### config.mk
export PLATFORM = sky130hd
export DESIGN_NAME = halfsel_mul
export DESIGN_NICKNAME = d
export VERILOG_FILES = /design/src/rtl/hmul_pkg.sv /design/src/rtl/hmul_opsel.sv /design/src/rtl/hmul_core.sv /design/src/rtl/hmul_pick.sv /design/src/rtl/halfsel_mul.sv
export SDC_FILE = /design/constraint.sdc
export NUM_CORES = 1
export LEC_CHECK = 0
export CAP_MARGIN = 20
export CORE_UTILIZATION = 45
export DETAILED_ROUTE_END_ITERATION = 8
export PLACE_DENSITY_LB_ADDON = 0.15
export SETUP_SLACK_MARGIN = 0.5
export SYNTH_ARGS = -nofsm -noshare
export SYNTH_HDL_FRONTEND = slang
export SYNTH_SLANG_ARGS = --single-unit
### constraint.sdc
create_clock -name clk -period 1.4 [get_ports clk]
set_input_delay 0.35 -clock clk [delete_from_list [all_inputs] [get_ports clk]]
set_output_delay 0.35 -clock clk [all_outputs]
set_load 0.05 [all_outputs]
### src/rtl/hmul_pkg.sv
package hmul_pkg;

    // Operand selection codes; codes above OP_WT yield a zero result.
    typedef enum logic [2:0] {
        OP_BB = 3'd0,
        OP_BT = 3'd1,
        OP_TB = 3'd2,
        OP_TT = 3'd3,
        OP_WB = 3'd4,
        OP_WT = 3'd5
    } hmul_op_e;

    localparam int unsigned HMUL_OP_W = 3;

    // A word-mode code has bit 2 set and bit 1 clear.
    function automatic logic op_is_word(input logic [HMUL_OP_W-1:0] op);
        return op[2] & ~op[1];
    endfunction

    // Codes 6 and 7 are the only unused ones.
    function automatic logic op_is_legal(input logic [HMUL_OP_W-1:0] op);
        return ~(op[2] & op[1]);
    endfunction

endpackage

### src/rtl/hmul_opsel.sv
module hmul_opsel
    import hmul_pkg::*;
#(
    parameter int unsigned DATA_W = 32
) (
    input  logic [HMUL_OP_W-1:0]       op,
    input  logic [DATA_W-1:0]          a_in,
    input  logic [DATA_W-1:0]          b_in,
    output logic signed [DATA_W-1:0]   a_sel,
    output logic signed [DATA_W/2-1:0] b_sel,
    output logic                       word_mode,
    output logic                       legal
);
    localparam int unsigned HALF_W = DATA_W / 2;

    logic [HALF_W-1:0] a_half;

    always_comb begin
        word_mode = op_is_word(op);
        legal     = op_is_legal(op);

        // bit 1 picks A's half, bit 0 picks B's half
        a_half = op[1] ? a_in[DATA_W-1:HALF_W] : a_in[HALF_W-1:0];
        b_sel  = op[0] ? b_in[DATA_W-1:HALF_W] : b_in[HALF_W-1:0];

        if (word_mode) begin
            a_sel = a_in;
        end else begin
            a_sel = {{HALF_W{a_half[HALF_W-1]}}, a_half};
        end
    end

endmodule

### src/rtl/hmul_core.sv
module hmul_core #(
    parameter int unsigned A_W = 32,
    parameter int unsigned B_W = 16
) (
    input  logic signed [A_W-1:0]     a_val,
    input  logic signed [B_W-1:0]     b_val,
    output logic signed [A_W+B_W-1:0] prod
);
    localparam int unsigned P_W = A_W + B_W;

    logic signed [P_W-1:0] a_wide;
    logic signed [P_W-1:0] b_wide;

    always_comb begin
        a_wide = {{B_W{a_val[A_W-1]}}, a_val};
        b_wide = {{A_W{b_val[B_W-1]}}, b_val};
        prod   = a_wide * b_wide;
    end

endmodule

### src/rtl/hmul_pick.sv
module hmul_pick #(
    parameter int unsigned DATA_W = 32
) (
    input  logic [DATA_W+DATA_W/2-1:0] prod,
    input  logic                       word_mode,
    input  logic                       legal,
    output logic [DATA_W-1:0]          res
);
    localparam int unsigned HALF_W = DATA_W / 2;
    localparam int unsigned P_W    = DATA_W + HALF_W;

    always_comb begin
        if (!legal) begin
            res = '0;
        end else if (word_mode) begin
            res = prod[P_W-1:HALF_W];
        end else begin
            res = prod[DATA_W-1:0];
        end
    end

endmodule

### src/rtl/halfsel_mul.sv
module halfsel_mul
    import hmul_pkg::*;
#(
    parameter int unsigned DATA_W = 32
) (
    input  logic                 clk,
    input  logic                 rst_n,
    input  logic                 start,
    input  logic [HMUL_OP_W-1:0] opcode,
    input  logic [DATA_W-1:0]    op_a,
    input  logic [DATA_W-1:0]    op_b,
    output logic [DATA_W-1:0]    result,
    output logic                 valid
);
    localparam int unsigned HALF_W = DATA_W / 2;
    localparam int unsigned P_W    = DATA_W + HALF_W;

    typedef struct packed {
        logic              valid;
        logic [DATA_W-1:0] result;
    } state_t;

    logic signed [DATA_W-1:0] a_sel;
    logic signed [HALF_W-1:0] b_sel;
    logic                     word_mode;
    logic                     legal;
    logic signed [P_W-1:0]    prod;
    logic [DATA_W-1:0]        res_c;

    state_t st_d, st_q;

    hmul_opsel #(.DATA_W(DATA_W)) u_opsel (
        .op        (opcode),
        .a_in      (op_a),
        .b_in      (op_b),
        .a_sel     (a_sel),
        .b_sel     (b_sel),
        .word_mode (word_mode),
        .legal     (legal)
    );

    hmul_core #(.A_W(DATA_W), .B_W(HALF_W)) u_core (
        .a_val (a_sel),
        .b_val (b_sel),
        .prod  (prod)
    );

    hmul_pick #(.DATA_W(DATA_W)) u_pick (
        .prod      (prod),
        .word_mode (word_mode),
        .legal     (legal),
        .res       (res_c)
    );

    always_comb begin
        st_d       = st_q;
        st_d.valid = start;
        if (start) begin
            st_d.result = res_c;
        end
    end

    always_ff @(posedge clk or negedge rst_n) begin
        if (!rst_n) begin
            st_q <= '0;
        end else begin
            st_q <= st_d;
        end
    end

    assign result = st_q.result;
    assign valid  = st_q.valid;

    // valid tracks the previous cycle's start
    assert_valid_after_start_R2: assert property (@(posedge clk) disable iff (!rst_n)
        start |=> valid);
    assert_idle_no_valid_R2: assert property (@(posedge clk) disable iff (!rst_n)
        !start |=> !valid);

    // without start the output holds
    assert_result_hold_R3: assert property (@(posedge clk) disable iff (!rst_n)
        !start |=> $stable(result));

    // unused opcodes give zero
    assert_unused_zero_R10: assert property (@(posedge clk) disable iff (!rst_n)
        (start && opcode[2] && opcode[1]) |=> (result == '0));

    // halfword products never exceed the single positive corner value
    assert_half_bound_R7: assert property (@(posedge clk) disable iff (!rst_n)
        (start && !opcode[2]) |=> ($signed(result) <= $signed({2'b01, {(DATA_W-2){1'b0}}})));

    // zero B half in word mode gives zero
    assert_word_zero_R8: assert property (@(posedge clk) disable iff (!rst_n)
        (start && opcode == OP_WB && op_b[HALF_W-1:0] == '0) |=> (result == '0));

    // positive times positive halves is never negative
    assert_pos_sign_R4: assert property (@(posedge clk) disable iff (!rst_n)
        (start && opcode == OP_BB && !op_a[HALF_W-1] && !op_b[HALF_W-1]) |=> !result[DATA_W-1]);

endmodule

==> flow_summary.ini, run 1 <==
[place]
port_buffers = 102
placedCellCount = 3329
hpwl_mm = 60.9
place_congestion = 0.996

[final_layout]
nFillCells = 3329
syn_to_final_growth_pct = 51.6
final_util_pct = 69.2
instances_no_fill = 3486
regArea_um2 = 866
diodes = 0
multiInputGateArea_mm2 = 0.0189
nNetsFinal = 3570
drive_gt1_share_pct = 37.8

[setup_path]
cp_slowest_stage_delay_ns = 0.55
path_class = primary input to flop
crit_path_end_kind = flop
crit_path_top_delay_cell = fa_1
cp_max_fo = 6
critical_path_required_ns = 1.56
cp-start-kind = primary input
cpMostUsedCell = fa_1
arrival_ns = 6.81

[synth]
syn_inst = 2283
synth.avg_cell_area_um2 = 8.63
ys_types = 65
ys_warn_count = 0
synth_area_mm2 = 0.0197
yosysSeqAreaShare_pct = 4.19
synthArstFlopShare_pct = 100
synth.ff_latch_count = 33
synth-edff-count = 0
synthFlopType = dfrtp_1
synth.net_count = 2953

[sta]
post-route-period-util_pct = 475
fmax_ghz = 0.150
slew_viol_final = 0
finalClockSkew_ns = 0
rsz0062_at_grt = yes
worst_slack_ns = -5.25
tightest_slew_ns = 0.500
finalSetupViolations = 32
timing.final.crit_period_ns = 6.65
max_slew_margin_pct = 66.6
hold_viol = 0

[job]
maxCapViolations = 0

[routing]
routed_wl_mm = 77.1
wl_per_cell_um = 22.1
viasPerCell = 5.37
drt_iter0_markers = 1516
dr.pass1.iters = 5
drc_errors = 0
ant_nets = 0
vias = 18707

[floorplan]
die_x_um = 211
ioPinCount = 103
row_count = 76
core_mm2 = 0.0432
start_util_pct = 45.7
fp.dieH_um = 211
die_area_mm2 = 0.0446

[global_routing]
antenna_found_initial = 0
grt_start_max_net_pins = 34
grt_pass1_vias = 20415
gr-total-overflow = 0
grt_util_all_layers_pct = 35.1
grt_pass1_wl_mm = 117

[clocking]
hold_buffers = 0
numCtsBuffers = 5
clk_pin_slew_ns = 0.05
h-tree-depth = 2
clockRootBuffer = clkbuf_16
cts_buffer_depth = 2
clkLatencyLatePin_ns = 0.27
cts_tree = yes
cts_sinks = 33

[worst_hold_path]
hp-class = primary input to async pin

[run_status]
status = finished with violations
violations = negative setup slack
## worst paths after layout
check,depth (start not counted),slack [ns],end,startpoint
max,29,-5.25,result[29],opcode[0]
min,2,0.44,result[12],rst_n
max reg2reg,3,0.42,result[28],result[28]
min reg2reg,1,0.52,result[6],result[6]
max in group asynchronous,2,0.77,result[14],rst_n
min in group clk,1,0.52,result[6],result[6]
## cells in the mapped netlist (4+ instances only)
library cell / instances / area [um^2]
xnor2_1: 32 / 280
and3_1: 8 / 50.1
clkbuf_1: 68 / 255
and2_1: 9 / 56.3
o21ai_1: 12 / 60.1
nor3b_1: 4 / 30.0
o21ai_0: 37 / 185
dfrtp_1: 33 / 826
ha_1: 114 / 1430
o211ai_1: 6 / 45.0
nand2b_1: 14 / 87.6
xor2_1: 15 / 131
nand2_1: 297 / 1110
o31ai_1: 4 / 30.0
buf_2: 6 / 30.0
o221ai_1: 15 / 131
nand3_1: 9 / 45.0
nor2_1: 278 / 1040
nand4_1: 5 / 31.3
a21oi_1: 70 / 350
a221oi_1: 4 / 35.0
nor3_1: 9 / 45.0
mux2_2: 27 / 304
nor2b_1: 10 / 62.6
o21bai_1: 9 / 67.6
mux2i_1: 33 / 330
o21a_1: 33 / 248
a31oi_1: 8 / 50.1
inv_1: 557 / 2090
a21o_1: 10 / 75.1
fa_1: 486 / 9730
nor4_1: 5 / 31.3
buf_1: 10 / 37.5
## routing by layer
layer,vias up,GRT usage (%),wire length [um]
li1,8073,-,-
met5,-,0,0
met2,872,59.0,36800
met3,267,4.32,5490
met4,0,16.4,5020
met1,9495,45.1,29800
## cell type report
class                           count  share of cell area (%)
Clock buffer                        7                   0.477
Sequential cell                    33                    2.90
Timing Repair Buffer              691                    23.9
Multi-Input combinational cell   1610                    63.2
Inverter                          559                    7.03
Clock inverter                      1                   0.100
Tap cell                          585                    2.45
## cells in the final DEF (no fill, tap or decap), drive strengths merged, types with 32 or more instances in the layout
cell	n
ha	114
o21a	33
buf	621
mux2i	33
o21ai	50
fa	486
dlygate4sd2	38
inv	558
nor2	278
nand2	297
dfrtp	33
a21oi	70
xnor2	32
## stage by stage
step | setup WS, ns | setup TNS (ns) | hold WS, ns | area (um^2)
floorplan | -4.97 | -150.24 | 0.0544 | 20700
global placement | -6.00 | -181.78 | 0.515 | 25900
detailed placement | -6.05 | -182.99 | 0.514 | 25900
CTS | -5.19 | -159.38 | 0.447 | 28500
global route | -5.41 | -166.54 | 0.456 | 29900
finish | -5.25 | -161.50 | 0.442 | 29900
## sequential cells by signal, summed over array words and instances, names as in the netlist
register,flops
result,32
valid,1
## cells by family after synthesis
| family | after synthesis | synth area share [%] |
|---|---|---|
| adders and majority gates | 600 | 56.6 |
| xor gates and xnor gates | 47 | 2.09 |
| AOI/OAI and AO/OA | 239 | 7.88 |
| buffers and inverters | 644 | 12.3 |
| DFF | 33 | 4.19 |
| and+or+nand+nor | 660 | 13.7 |
| muxes | 60 | 3.22 |
## repair_timing
action                     CTS  global route
cloned                      14             4
pin swaps                  202           162
resized for setup          373           212
buffers inserted            79            52
setup endpoints to repair   65            66
## critical path, delay by kind of cell
family,cells,cell delay [ns]
adders and majority gates,7,3.28
AOI/OAI and AO/OA,7,1.38
buffers and inverters,12,1.18
muxes,1,0.36
xor gates and xnor gates,1,0.19
and+or+nand+nor,1,0.06
Power of run 1 is not shown: default switching activity piles up to over one toggle a cycle in this logic, so the estimate is an artifact.
==> run 2, diff against run 1 <==
CAP_MARGIN = not set   (was 20)
CTS_CLUSTER_SIZE = 12   (was not set)
==> results of run 2 <==
Final layout, timing and power as in run 1 (identical DEF).
Power of run 2 is left out for the same reason.
